==> src/rtl/dbuf_pwm_pkg.sv <==
`timescale 1ns/1ps
package dbuf_pwm_pkg;

    typedef enum logic [1:0] {
        REG_CTRL   = 2'd0,
        REG_PERIOD = 2'd1,
        REG_DUTY   = 2'd2,
        REG_COUNT  = 2'd3
    } reg_sel_e;

    typedef enum logic {
        ST_IDLE = 1'b0,
        ST_RUN  = 1'b1
    } chan_state_e;

    localparam int NUM_SHADOW = 2;
    localparam int IDX_PERIOD = 0;
    localparam int IDX_DUTY   = 1;

    localparam int CTRL_EN_BIT  = 0;
    localparam int CTRL_POL_BIT = 1;

endpackage

==> src/rtl/pwm_shadow_reg.sv <==
`timescale 1ns/1ps
// Buffer plus active latch for one compare value.
module pwm_shadow_reg #(
    parameter int WIDTH = 8
) (
    input  logic             clk,
    input  logic             rst_n,
    input  logic             wr_stb,
    input  logic [WIDTH-1:0] wdata,
    input  logic             load,
    output logic [WIDTH-1:0] buf_q,
    output logic [WIDTH-1:0] act_q
);

    logic [WIDTH-1:0] buf_next;

    always_comb begin
        buf_next = wr_stb ? wdata : buf_q;
    end

    always_ff @(posedge clk or negedge rst_n) begin
        if (!rst_n) begin
            buf_q <= '0;
            act_q <= '0;
        end else begin
            buf_q <= buf_next;
            if (load) begin
                act_q <= buf_next;
            end
        end
    end

    // the buffer keeps the last written value
    p_buffer_capture_r2: assert property (@(posedge clk) disable iff (!rst_n)
        wr_stb |=> (buf_q == $past(wdata)));

endmodule

==> src/rtl/pwm_period_counter.sv <==
`timescale 1ns/1ps
// Up-counter with wrap at period-1.
module pwm_period_counter #(
    parameter int WIDTH = 8
) (
    input  logic             clk,
    input  logic             rst_n,
    input  logic             clear,
    input  logic             advance,
    input  logic [WIDTH-1:0] period,
    output logic [WIDTH-1:0] cnt_q,
    output logic             wrap
);

    logic [WIDTH:0] cnt_plus;

    always_comb begin
        cnt_plus = {1'b0, cnt_q} + {{WIDTH{1'b0}}, 1'b1};
        wrap     = advance && (cnt_plus >= {1'b0, period});
    end

    always_ff @(posedge clk or negedge rst_n) begin
        if (!rst_n) begin
            cnt_q <= '0;
        end else if (clear || wrap) begin
            cnt_q <= '0;
        end else if (advance) begin
            cnt_q <= cnt_plus[WIDTH-1:0];
        end
    end

    // the count never reaches the active period
    p_cnt_in_range_r4: assert property (@(posedge clk) disable iff (!rst_n)
        (period != '0) |-> (cnt_q < period));

    // no tick and no clear leaves the count alone
    p_hold_no_tick_r11: assert property (@(posedge clk) disable iff (!rst_n)
        (!advance && !clear) |=> $stable(cnt_q));

endmodule

==> src/rtl/pwm_level_compare.sv <==
`timescale 1ns/1ps
// Output level from count, duty, polarity and run state.
module pwm_level_compare #(
    parameter int WIDTH = 8
) (
    input  logic             running,
    input  logic             polarity,
    input  logic [WIDTH-1:0] cnt,
    input  logic [WIDTH-1:0] duty,
    output logic             level
);

    logic before_match;

    always_comb begin
        before_match = (cnt < duty);
        if (!running) begin
            level = polarity;
        end else if (polarity) begin
            level = before_match;
        end else begin
            level = !before_match;
        end
    end

endmodule

==> src/rtl/dbuf_pwm_channel.sv <==
`timescale 1ns/1ps
module dbuf_pwm_channel #(
    parameter int WIDTH = 8
) (
    input  logic             clk,
    input  logic             rst_n,
    input  logic             tick,
    input  logic             wr_en,
    input  logic [1:0]       addr,
    input  logic [WIDTH-1:0] wdata,
    output logic [WIDTH-1:0] rdata,
    output logic             pwm_out
);
    import dbuf_pwm_pkg::*;

    chan_state_e      state_q, state_d;
    logic             pol_q;
    logic             wr_ctrl, wr_count;
    logic             en_bit;
    logic             t_disable;
    logic             clear_cnt, advance, load_act, wrap;
    logic             running;
    logic [WIDTH-1:0] cnt;
    logic [NUM_SHADOW-1:0] shadow_wr;
    logic [WIDTH-1:0] buf_val [NUM_SHADOW];
    logic [WIDTH-1:0] act_val [NUM_SHADOW];
    reg_sel_e         sel;

    always_comb begin
        sel      = reg_sel_e'(addr);
        wr_ctrl  = wr_en && (sel == REG_CTRL);
        wr_count = wr_en && (sel == REG_COUNT);
        en_bit   = wdata[CTRL_EN_BIT];
        shadow_wr[IDX_PERIOD] = wr_en && (sel == REG_PERIOD);
        shadow_wr[IDX_DUTY]   = wr_en && (sel == REG_DUTY);
    end

    // next state: T_ENABLE and T_DISABLE
    always_comb begin
        state_d = state_q;
        unique case (state_q)
            ST_IDLE: if (wr_ctrl && en_bit)  state_d = ST_RUN;
            ST_RUN:  if (wr_ctrl && !en_bit) state_d = ST_IDLE;
        endcase
    end

    always_ff @(posedge clk or negedge rst_n) begin
        if (!rst_n) begin
            state_q <= ST_IDLE;
            pol_q   <= 1'b0;
        end else begin
            state_q <= state_d;
            if (wr_ctrl) begin
                pol_q <= wdata[CTRL_POL_BIT];
            end
        end
    end

    // per-state controls
    always_comb begin
        running   = 1'b0;
        t_disable = 1'b0;
        clear_cnt = 1'b0;
        advance   = 1'b0;
        unique case (state_q)
            ST_IDLE: begin
                clear_cnt = 1'b1;
            end
            ST_RUN: begin
                running   = 1'b1;
                t_disable = wr_ctrl && !en_bit;
                clear_cnt = t_disable || wr_count;
                advance   = tick && !clear_cnt;
            end
        endcase
        load_act = clear_cnt || wrap;
    end

    for (genvar k = 0; k < NUM_SHADOW; k++) begin : g_shadow
        pwm_shadow_reg #(.WIDTH(WIDTH)) u_shadow (
            .clk    (clk),
            .rst_n  (rst_n),
            .wr_stb (shadow_wr[k]),
            .wdata  (wdata),
            .load   (load_act),
            .buf_q  (buf_val[k]),
            .act_q  (act_val[k])
        );
    end

    pwm_period_counter #(.WIDTH(WIDTH)) u_counter (
        .clk     (clk),
        .rst_n   (rst_n),
        .clear   (clear_cnt),
        .advance (advance),
        .period  (act_val[IDX_PERIOD]),
        .cnt_q   (cnt),
        .wrap    (wrap)
    );

    pwm_level_compare #(.WIDTH(WIDTH)) u_compare (
        .running  (running),
        .polarity (pol_q),
        .cnt      (cnt),
        .duty     (act_val[IDX_DUTY]),
        .level    (pwm_out)
    );

    always_comb begin
        unique case (sel)
            REG_CTRL:   rdata = {{(WIDTH-2){1'b0}}, pol_q, running};
            REG_PERIOD: rdata = buf_val[IDX_PERIOD];
            REG_DUTY:   rdata = buf_val[IDX_DUTY];
            REG_COUNT:  rdata = cnt;
        endcase
    end

    // a counter write restarts the count
    p_count_write_zero_r5: assert property (@(posedge clk) disable iff (!rst_n)
        (wr_en && addr == 2'd3) |=> (cnt == '0));

    // an idle channel keeps its counter at zero
    p_idle_count_zero_r6: assert property (@(posedge clk) disable iff (!rst_n)
        (state_q == ST_IDLE) |=> (cnt == '0));

    // a running channel changes its active values only at load points
    p_active_frozen_r3: assert property (@(posedge clk) disable iff (!rst_n)
        (state_q == ST_RUN && !wrap && !(wr_en && (addr == 2'd0 || addr == 2'd3)))
        |=> ($stable(act_val[IDX_DUTY]) && $stable(act_val[IDX_PERIOD])));

    // an idle channel shows the polarity level
    p_idle_level_r9: assert property (@(posedge clk) disable iff (!rst_n)
        (state_q == ST_IDLE && !wr_ctrl) |=> (pwm_out == pol_q));

endmodule

==> config.mk <==
export PLATFORM = sky130hd
export DESIGN_NAME = dbuf_pwm_channel
export DESIGN_NICKNAME = d
export VERILOG_FILES = /design/src/rtl/dbuf_pwm_pkg.sv /design/src/rtl/pwm_shadow_reg.sv /design/src/rtl/pwm_period_counter.sv /design/src/rtl/pwm_level_compare.sv /design/src/rtl/dbuf_pwm_channel.sv
export SDC_FILE = /design/constraint.sdc
export NUM_CORES = 1
export LEC_CHECK = 0
export BUFFER_PORTS_ARGS = -buffer_cell sky130_fd_sc_hd__buf_2
export CORE_ASPECT_RATIO = 0.7
export CORE_MARGIN = 2
export CORE_UTILIZATION = 59
export CTS_CLUSTER_SIZE = 12
export DETAILED_ROUTE_END_ITERATION = 6
export PLACE_DENSITY_LB_ADDON = 0.2
export REMOVE_ABC_BUFFERS = 1
export SYNTH_ARGS = -nofsm -noshare
export SYNTH_HDL_FRONTEND = slang
export SYNTH_SLANG_ARGS = --single-unit
==> constraint.sdc <==
create_clock -name clk -period 3.7 [get_ports clk]
set_input_delay 0.555 -clock clk [delete_from_list [all_inputs] [get_ports clk]]
set_output_delay 0.555 -clock clk [all_outputs]
set_load 0.005 [all_outputs]
==> qor.log, run 1 <==
qor: layout.mostFrequentLayoutCell sky130_fd_sc_hd__dfrtp_1
qor: die.row_count 19
qor: clocking.cts_buffers 5
qor: logic_synthesis.syn_avg_cell_area 11.97 um2
qor: detailed_routing.drc_violations_left 0
qor: power_and_ir_drop.combinationalPowerShare 31.5%
qor: sta.timing.setup.tns 0 ns
qor: die.fp.dieW 81.10 um
qor: sta.timing.slew.headroom 38.49%
qor: clocking.cts_post_setup_buffers_inserted 0
qor: clocking.clk_pin_slew 0.09 ns
qor: die.boundaryPins 23
qor: die.coreArea 3946 um2
qor: worst_setup_path.critical_path_peak_fanout 10
qor: clocking.cts_max_path_buffers 2
qor: global_routing.first_global_vias 1681
qor: sta.final_number_of_setup_violating_endpoints 0
qor: sta.period_needed 3.239 ns
qor: worst_setup_path.worst_setup_path_endpoint g_shadow[1].u_shadow.act_q[7]
qor: worst_setup_path.slowest_delay 0.51 ns
qor: clocking.insertion_delay 0.31 ns
qor: logic_synthesis.netlist.area_leader.share 42.81%
qor: worst_setup_path.cp-startpoint u_counter.cnt_q[2]
qor: detailed_routing.postRouteAntennaNets 0
qor: power_and_ir_drop.clockPowerShare 21.9%
qor: power_and_ir_drop.irDropWorstVdd 0.3445 mV
qor: global_routing.grt_antenna_before_repair 0
qor: layout.n_antenna_cell 0
qor: sta.finalClockSkew 0.009470 ns
qor: clocking.htree_num_levels 2
qor: detailed_routing.detailedRoute.firstIterationViolations 122
qor: detailed_routing.detail_route.wl_per_cell 17.92 um
qor: sta.timing.fmax 308.8 MHz
qor: clocking.clock_tree_from_tritoncts yes
qor: worst_setup_path.cp_slowest_cell sky130_fd_sc_hd__dfrtp_1
qor: detailed_routing.detailroute.via_count 1674
qor: worst_setup_path.timing.critical_path.arrival 3.43 ns
qor: logic_synthesis.synth.area.top_cells sky130_fd_sc_hd__dfrtp_1 (43%), sky130_fd_sc_hd__mux2_2 (13%), sky130_fd_sc_hd__ha_1 (8.2%), sky130_fd_sc_hd__mux2_4 (6.1%), sky130_fd_sc_hd__inv_1 (2.8%)
qor: place.finalWeightedCongestion 0.9817
qor: worst_setup_path.worstPathRequired 3.90 ns
qor: clocking.cts.root.buffer_cell sky130_fd_sc_hd__clkbuf_8
qor: clocking.cts_hold_buf 0
qor: power_and_ir_drop.power.density 517.3 nW/um2
qor: die.die_ar 4701 um2
qor: sta.final_max_slew_viol_count 0
qor: detailed_routing.vias_per_cell 5.936
qor: logic_synthesis.syn-cell-area 2455 um2
qor: power_and_ir_drop.cellLeakagePower 0.001325 uW
qor: global_routing.globalRouteTotalUtil 24.65%
qor: worst_setup_path.r2r-end g_shadow[1].u_shadow.act_q[7]
qor: global_routing.pin_count_of_the_biggest_net_entering_global_routing 43
qor: worst_setup_path.reg2reg_slack 0.46 ns
qor: logic_synthesis.synth_warnings 0
qor: logic_synthesis.synth.lib_cells_used.distinct 37
qor: logic_synthesis.synth_sequential_area_ratio 42.81%
qor: global_routing.global_route.overflow_total 0
qor: power_and_ir_drop.power_switching 453.7 uW
qor: detailed_routing.drt-pass1-iter-count 4
qor: worst_setup_path.reg2reg_from u_counter.cnt_q[2]
qor: power_and_ir_drop.internal-power 937.9 uW
qor: logic_synthesis.synth_top_cell_by_area sky130_fd_sc_hd__dfrtp_1
qor: worst_setup_path.timing.critical_path.from_type flip-flop
qor: die.floorplan.initialDensity 62.21%
qor: job.max_capacitance_violation_count 0
qor: run_status.status finished clean
qor: logic_synthesis.synthCells 205
qor: worst_setup_path.crit_path_cell_trace and3_4 > and3_4 > nand3_1 > xor2_1 > inv_1 > ha_1 > and4_1 > nand2_1 > o221a_2 > a21oi_4 > buf_12 > mux2_2
qor: layout.layout.nets 259
qor: power_and_ir_drop.switching_share 32.61%
qor: logic_synthesis.synth_seq_cells 42
qor: worst_setup_path.critical_path.endpoint_type flip-flop
qor: power_and_ir_drop.seq_power_share 46.5%
qor: sta.post-route-period-util 87.53%
qor: layout.areaGrowthSynthToFinish 9.582%
qor: worst_setup_path.path_common_cell sky130_fd_sc_hd__and3_4
qor: clocking.cts.sink_count 42
qor: clocking.ctsResizeCount 0
qor: layout.drive_gt1_share 35.65%
qor: sta.rsz0062_at_grt no
qor: global_routing.wire_length_of_the_first_global_routing_pass 8.583 mm
qor: place.dpl.hpwl 3.732 mm
qor: die.dieHeight 57.97 um
qor: layout.mostFrequentLayoutCells sky130_fd_sc_hd__dfrtp_1 (42), sky130_fd_sc_hd__mux2_2 (29), sky130_fd_sc_hd__buf_2 (22)
qor: worst_setup_path.worst_r2r_path_depth 12
qor: worst_setup_path.setup.worst_path.class reg -> reg
qor: layout.num-fill-cells 311
qor: sta.worstMarginPinSlew 0.9227 ns
qor: sta.final_hold_viol_count 0
qor: sta.hold_slack 0.3816 ns
qor: worst_hold_path.worst_hold_path_type in -> async
qor: detailed_routing.routed_wl 5.054 mm
qor: place.numPortBuffers 22
==> stage by stage <==
step	total power, uW	util, %	cells	cell area, um2	setup WS [ns]
floorplan	938.6	-	197	2390	0.7624
global placement	1071	65.88	274	2600	0.6309
detailed placement	1090	65.88	274	2600	0.4986
CTS	1393	68.17	282	2690	0.4883
global route	1476	68.17	282	2690	0.3271
finish	1392	68.17	282	2690	0.4613
==> routing by layer <==
metal	global-route usage (%)	part of all wire [%]
met1	38.39	51
met2	35.66	45
met3	5.140	3.3
met4	5.569	0.99
met5	0	0
==> cells by family after synthesis <==
| family | synth area share [%] |
|---|---|
| adder cells (fa/ha/maj) | 8.155 |
| flip-flops | 42.81 |
| buffers and inverters | 5.402 |
| AO/OA/AOI/OAI | 9.582 |
| multiplexers | 21.25 |
| AND/OR/NAND/NOR | 10.65 |
| XOR/XNOR | 2.141 |
==> flip-flops by register name (all words and copies together) (netlist names), named ones only <==
signal                   count
pol_q                        1
g_shadow.u_shadow.buf_q     16
u_counter.cnt_q              8
g_shadow.u_shadow.act_q     16
==> worst min path at each step <==
stage,endpoint,slack [ns],from
after global routing,g_shadow[1].u_shadow.buf_q[3],0.46,rst_n
after CTS,g_shadow[0].u_shadow.act_q[3],0.41,rst_n
after global placement,g_shadow[0].u_shadow.act_q[3],0.49,g_shadow[0].u_shadow.act_q[3]
final,g_shadow[1].u_shadow.buf_q[1],0.38,rst_n
after floorplan,asynchronous set/reset pin,0.26,rst_n
after detailed placement,g_shadow[1].u_shadow.act_q[0],0.50,g_shadow[1].u_shadow.act_q[0]
==> worst max-delay path, delay by kind of cell (launching register included) <==
kind | cells | cell delay (ns)
AOI/OAI and AO/OA | 2 | 0.71
xor gates and xnor gates | 1 | 0.18
adders and majority gates | 1 | 0.31
buffers and inverters | 2 | 0.27
DFF | 1 | 0.51
muxes | 1 | 0.34
and+or+nand+nor | 5 | 0.80
==> synthesized netlist by cell type <==
cell type,number
sky130_fd_sc_hd__nor4_4,1
sky130_fd_sc_hd__and3_4,2
sky130_fd_sc_hd__a22o_1,7
sky130_fd_sc_hd__xnor2_1,2
sky130_fd_sc_hd__buf_2,3
sky130_fd_sc_hd__o31ai_1,1
sky130_fd_sc_hd__clkbuf_1,2
sky130_fd_sc_hd__and4_1,1
sky130_fd_sc_hd__a31oi_1,2
sky130_fd_sc_hd__o32ai_1,1
sky130_fd_sc_hd__dfrtp_1,42
sky130_fd_sc_hd__nand2b_1,2
sky130_fd_sc_hd__o21ai_0,8
sky130_fd_sc_hd__nor4b_4,1
sky130_fd_sc_hd__mux4_2,2
sky130_fd_sc_hd__mux2_2,29
sky130_fd_sc_hd__ha_1,16
sky130_fd_sc_hd__nor3_1,2
sky130_fd_sc_hd__mux2_4,10
sky130_fd_sc_hd__nor2b_1,1
sky130_fd_sc_hd__a21o_1,3
sky130_fd_sc_hd__buf_12,1
sky130_fd_sc_hd__or2_2,1
sky130_fd_sc_hd__a21oi_1,5
sky130_fd_sc_hd__and3_1,2
sky130_fd_sc_hd__o221a_2,1
sky130_fd_sc_hd__a31oi_4,1
sky130_fd_sc_hd__xor2_1,4
sky130_fd_sc_hd__nand4_1,1
sky130_fd_sc_hd__nand3b_1,1
sky130_fd_sc_hd__buf_6,2
sky130_fd_sc_hd__nor3b_1,2
sky130_fd_sc_hd__o311ai_0,1
sky130_fd_sc_hd__nand3_1,9
sky130_fd_sc_hd__inv_1,18
sky130_fd_sc_hd__nand2_1,17
sky130_fd_sc_hd__a21oi_4,1
==> power groups by stage <==
| stage | Clock [uW] | Sequential, uW | Combinational, uW |
|---|---|---|---|
| finish | 305 | 648 | 439 |
| global route | 328 | 662 | 486 |
| CTS | 307 | 647 | 439 |
| detailed placement | 0 | 655 | 435 |
| global placement | 0 | 648 | 423 |
| floorplan | 0 | 623 | 316 |
==> cell type report <==
| type | instances | area, um2 | share of cell area (%) |
|---|---|---|---|
| Multi-Input combinational cell | 137 | 1271 | 47.26 |
| Sequential cell | 42 | 1051 | 39.07 |
| Clock inverter | 3 | 21.27 | 0.7907 |
| Clock buffer | 5 | 68.82 | 2.558 |
| Inverter | 18 | 67.56 | 2.512 |
| Tap cell | 52 | 65.06 | 2.419 |
| Timing Repair Buffer | 25 | 145.1 | 5.395 |
Note: power is estimated with default switching activity, not from simulation.
==> run 2: changes to the inputs <==
--- a/config.mk
+++ b/config.mk
@@ -6,9 +6,11 @@
 export NUM_CORES = 1
 export LEC_CHECK = 0
 export BUFFER_PORTS_ARGS = -buffer_cell sky130_fd_sc_hd__buf_2
+export CELL_PAD_IN_SITES_DETAIL_PLACEMENT = 1
+export CELL_PAD_IN_SITES_GLOBAL_PLACEMENT = 2
 export CORE_ASPECT_RATIO = 0.7
 export CORE_MARGIN = 2
-export CORE_UTILIZATION = 59
+export CORE_UTILIZATION = 40
 export CTS_CLUSTER_SIZE = 12
 export DETAILED_ROUTE_END_ITERATION = 6
 export PLACE_DENSITY_LB_ADDON = 0.2
==> qor.log, run 2 (same netlist as run 1, synthesis figures left out) <==
qor: run_status.status finished clean [unchanged]
qor: clocking.cts_buffers 5 [unchanged]
qor: place.finalWeightedCongestion 0.8573 [was 0.9817]
qor: sta.timing.slew.headroom 37.12% [was 38.49%]
qor: clocking.ctsResizeCount 0 [unchanged]
qor: layout.drive_gt1_share 35.93% [was 35.65%]
qor: die.die_ar 6790 um2 [was 4701 um2]
qor: worst_setup_path.critical_path.endpoint_type flip-flop [unchanged]
qor: sta.timing.setup.tns 0 ns [unchanged]
qor: die.coreArea 5813 um2 [was 3946 um2]
qor: clocking.insertion_delay 0.29 ns [was 0.31 ns]
qor: sta.period_needed 3.172 ns [was 3.239 ns]
qor: die.row_count 23 [was 19]
qor: worst_setup_path.critical_path_peak_fanout 16 [was 10]
qor: sta.timing.fmax 315.3 MHz [was 308.8 MHz]
qor: clocking.cts.sink_count 42 [unchanged]
qor: layout.fin_area 2766 um2 [was 2690 um2]
qor: worst_hold_path.worst_hold_path_type in -> async [unchanged]
qor: clocking.htree_num_levels 2 [unchanged]
qor: power_and_ir_drop.cellLeakagePower 0.001352 uW [was 0.001325 uW]
qor: worst_setup_path.timing.critical_path.from_type flip-flop [unchanged]
qor: place.place_area 2624 um2 [was 2600 um2]
qor: detailed_routing.routed_wl 5.803 mm [was 5.054 mm]
qor: die.fp.dieW 97.64 um [was 81.10 um]
qor: sta.post-route-period-util 85.72% [was 87.53%]
qor: global_routing.pin_count_of_the_biggest_net_entering_global_routing 43 [unchanged]
qor: sta.final_hold_viol_count 0 [unchanged]
qor: sta.worstMarginPinSlew 0.9432 ns [was 0.9227 ns]
qor: worst_setup_path.timing.critical_path.arrival 3.35 ns [was 3.43 ns]
qor: power_and_ir_drop.combinationalPowerShare 29.1% [was 31.5%]
qor: clocking.cts_post_setup_buffers_inserted 0 [unchanged]
qor: power_and_ir_drop.power_switching 437.5 uW [was 453.7 uW]
qor: clocking.clock_tree_from_tritoncts yes [unchanged]
qor: layout.layout.nets 260 [was 259]
qor: layout.mostFrequentLayoutCells sky130_fd_sc_hd__dfrtp_1 (42), sky130_fd_sc_hd__mux2_2 (29), sky130_fd_sc_hd__buf_2 (22) [unchanged]
qor: detailed_routing.drc_violations_left 0 [unchanged]
qor: global_routing.wire_length_of_the_first_global_routing_pass 9.673 mm [was 8.583 mm]
qor: worst_setup_path.cp_top_delay_family simple AND/OR/NAND/NOR gates [unchanged]
qor: worst_setup_path.r2r-end g_shadow[0].u_shadow.act_q[4] [was g_shadow[1].u_shadow.act_q[7]]
qor: detailed_routing.drt-pass1-iter-count 4 [unchanged]
qor: clocking.clk_pin_slew 0.08 ns [was 0.09 ns]
qor: worst_setup_path.reg2reg_from u_counter.cnt_q[2] [unchanged]
qor: sta.rsz0062_at_grt no [unchanged]
qor: die.floorplan.initialDensity 42.23% [was 62.21%]
qor: global_routing.first_global_vias 1807 [was 1681]
qor: detailed_routing.postRouteAntennaNets 0 [unchanged]
qor: clocking.cts_max_path_buffers 2 [unchanged]
qor: global_routing.grt_antenna_before_repair 0 [unchanged]
qor: job.max_capacitance_violation_count 0 [unchanged]
qor: global_routing.globalRouteTotalUtil 18.38% [was 24.65%]
qor: detailed_routing.detailedRoute.firstIterationViolations 31 [was 122]
qor: layout.mostFrequentLayoutCell sky130_fd_sc_hd__dfrtp_1 [unchanged]
qor: worst_setup_path.reg2reg_slack 0.53 ns [was 0.46 ns]
qor: power_and_ir_drop.clockPowerShare 29.1% [was 21.9%]
qor: die.boundaryPins 23 [unchanged]
qor: sta.finalClockSkew 0.009043 ns [was 0.009470 ns]
qor: sta.final_max_slew_viol_count 0 [unchanged]
qor: clocking.cts.root.buffer_cell sky130_fd_sc_hd__clkbuf_8 [unchanged]
qor: detailed_routing.vias_per_cell 5.431 [was 5.936]
qor: detailed_routing.detailroute.via_count 1662 [was 1674]
qor: die.dieHeight 69.55 um [was 57.97 um]
qor: clocking.cts_hold_buf 0 [unchanged]
qor: place.numPortBuffers 22 [unchanged]
qor: power_and_ir_drop.seq_power_share 41.8% [was 46.5%]
qor: worst_setup_path.setup.worst_path.class reg -> reg [unchanged]
qor: worst_setup_path.worstPathRequired 3.88 ns [was 3.90 ns]
qor: detailed_routing.detail_route.wl_per_cell 18.96 um [was 17.92 um]
qor: global_routing.global_route.overflow_total 0 [unchanged]
qor: worst_setup_path.slowest_delay 0.52 ns [was 0.51 ns]
qor: power_and_ir_drop.switching_share 28.64% [was 32.61%]
qor: layout.n_antenna_cell 0 [unchanged]
qor: worst_setup_path.critPathBufInv 2 [unchanged]
qor: power_and_ir_drop.internal-power 1090 uW [was 937.9 uW]
qor: worst_setup_path.cp-startpoint u_counter.cnt_q[2] [unchanged]
qor: place.dpl.hpwl 4.402 mm [was 3.732 mm]
qor: layout.areaGrowthSynthToFinish 12.69% [was 9.582%]
qor: power_and_ir_drop.irDropWorstVdd 0.2275 mV [was 0.3445 mV]
qor: worst_setup_path.worst_r2r_path_depth 12 [unchanged]
qor: worst_setup_path.crit_path_cell_trace and3_4 > and3_4 > nand3_1 > xor2_1 > inv_1 > ha_1 > and4_1 > nand2_1 > o221a_2 > a21oi_4 > buf_4 > mux2_2 [was and3_4 > and3_4 > nand3_1 > xor2_1 > inv_1 > ha_1 > and4_1 > nand2_1 > o221a_2 > a21oi_4 > buf_12 > mux2_2]
qor: worst_setup_path.cp_slowest_cell sky130_fd_sc_hd__dfrtp_1 [unchanged]
qor: power_and_ir_drop.power.density 552.2 nW/um2 [was 517.3 nW/um2]
qor: worst_setup_path.path_common_cell sky130_fd_sc_hd__and3_4 [unchanged]
qor: layout.largest_registers g_shadow.u_shadow.act_q x16, g_shadow.u_shadow.buf_q x16, u_counter.cnt_q x8 [unchanged]
qor: sta.final_number_of_setup_violating_endpoints 0 [unchanged]
[run 2: how the worst max path moves through the flow]
| stage | slack, ns | cells past startpoint | endpoint |
|---|---|---|---|
| CTS | 0.51 | 12 | g_shadow[0].u_shadow.act_q[4] |
| global placement | 0.66 | 12 | g_shadow[1].u_shadow.act_q[7] |
| finish | 0.53 | 12 | g_shadow[0].u_shadow.act_q[4] |
| floorplan | 0.76 | 11 | g_shadow[0].u_shadow.act_q[2] |
| global route | 0.31 | 12 | g_shadow[0].u_shadow.act_q[6] |
| detailed placement | 0.52 | 12 | g_shadow[0].u_shadow.act_q[4] |
[run 2: power by group through the flow]
stage	logic [uW]	clock network, uW	registers (uW)
floorplan	316	0	623
global placement	431	0	641
detailed placement	448	0	649
CTS	452	456	641
global route	489	478	654
finish	444	445	638
[run 2: final cells by class]
cell class	count	area, um2
fillers	645	3047
multi-input cells	137	1271
flip-flops and latches	42	1051
repair buffers	26	140.1
well taps	75	93.84
clock buffers	6	82.58
inverters	18	67.56
clock inverters	2	60.06
[run 2: stage by stage]
stage / setup slack [ns] / util, % / std cells / hold slack (ns) / power (uW)
5_1_grt: 0.3145 / 47.59 / 306 / 0.4765 / 1621
6_report: 0.5285 / 47.59 / 306 / 0.4034 / 1528
2_1_floorplan: 0.7624 / - / 197 / 0.2594 / 938.6
3_3_place_gp: 0.6624 / 45.14 / 298 / 0.4950 / 1072
4_1_cts: 0.5131 / 47.59 / 306 / 0.4430 / 1548
3_5_place_dp: 0.5221 / 45.14 / 298 / 0.5011 / 1097
[run 2: worst reg2reg max path, cell delays in order (launching register included)]
cell and delay [ns]:
sky130_fd_sc_hd__dfrtp_1 0.52, sky130_fd_sc_hd__and3_4 0.26, sky130_fd_sc_hd__and3_4 0.21, sky130_fd_sc_hd__nand3_1 0.11, sky130_fd_sc_hd__xor2_1 0.19, sky130_fd_sc_hd__inv_1 0.06, sky130_fd_sc_hd__ha_1 0.30, sky130_fd_sc_hd__and4_1 0.18
sky130_fd_sc_hd__nand2_1 0.06, sky130_fd_sc_hd__o221a_2 0.31, sky130_fd_sc_hd__a21oi_4 0.16, sky130_fd_sc_hd__buf_4 0.31, sky130_fd_sc_hd__mux2_2 0.39
[run 2: metal layers]
layer	global-route usage (%)	vias up	routed length, um
li1	-	781	-
met1	23.60	854	2719
met2	31.42	20	2854
met3	4.435	7	176
met4	4.630	0	53
met5	0	-	0
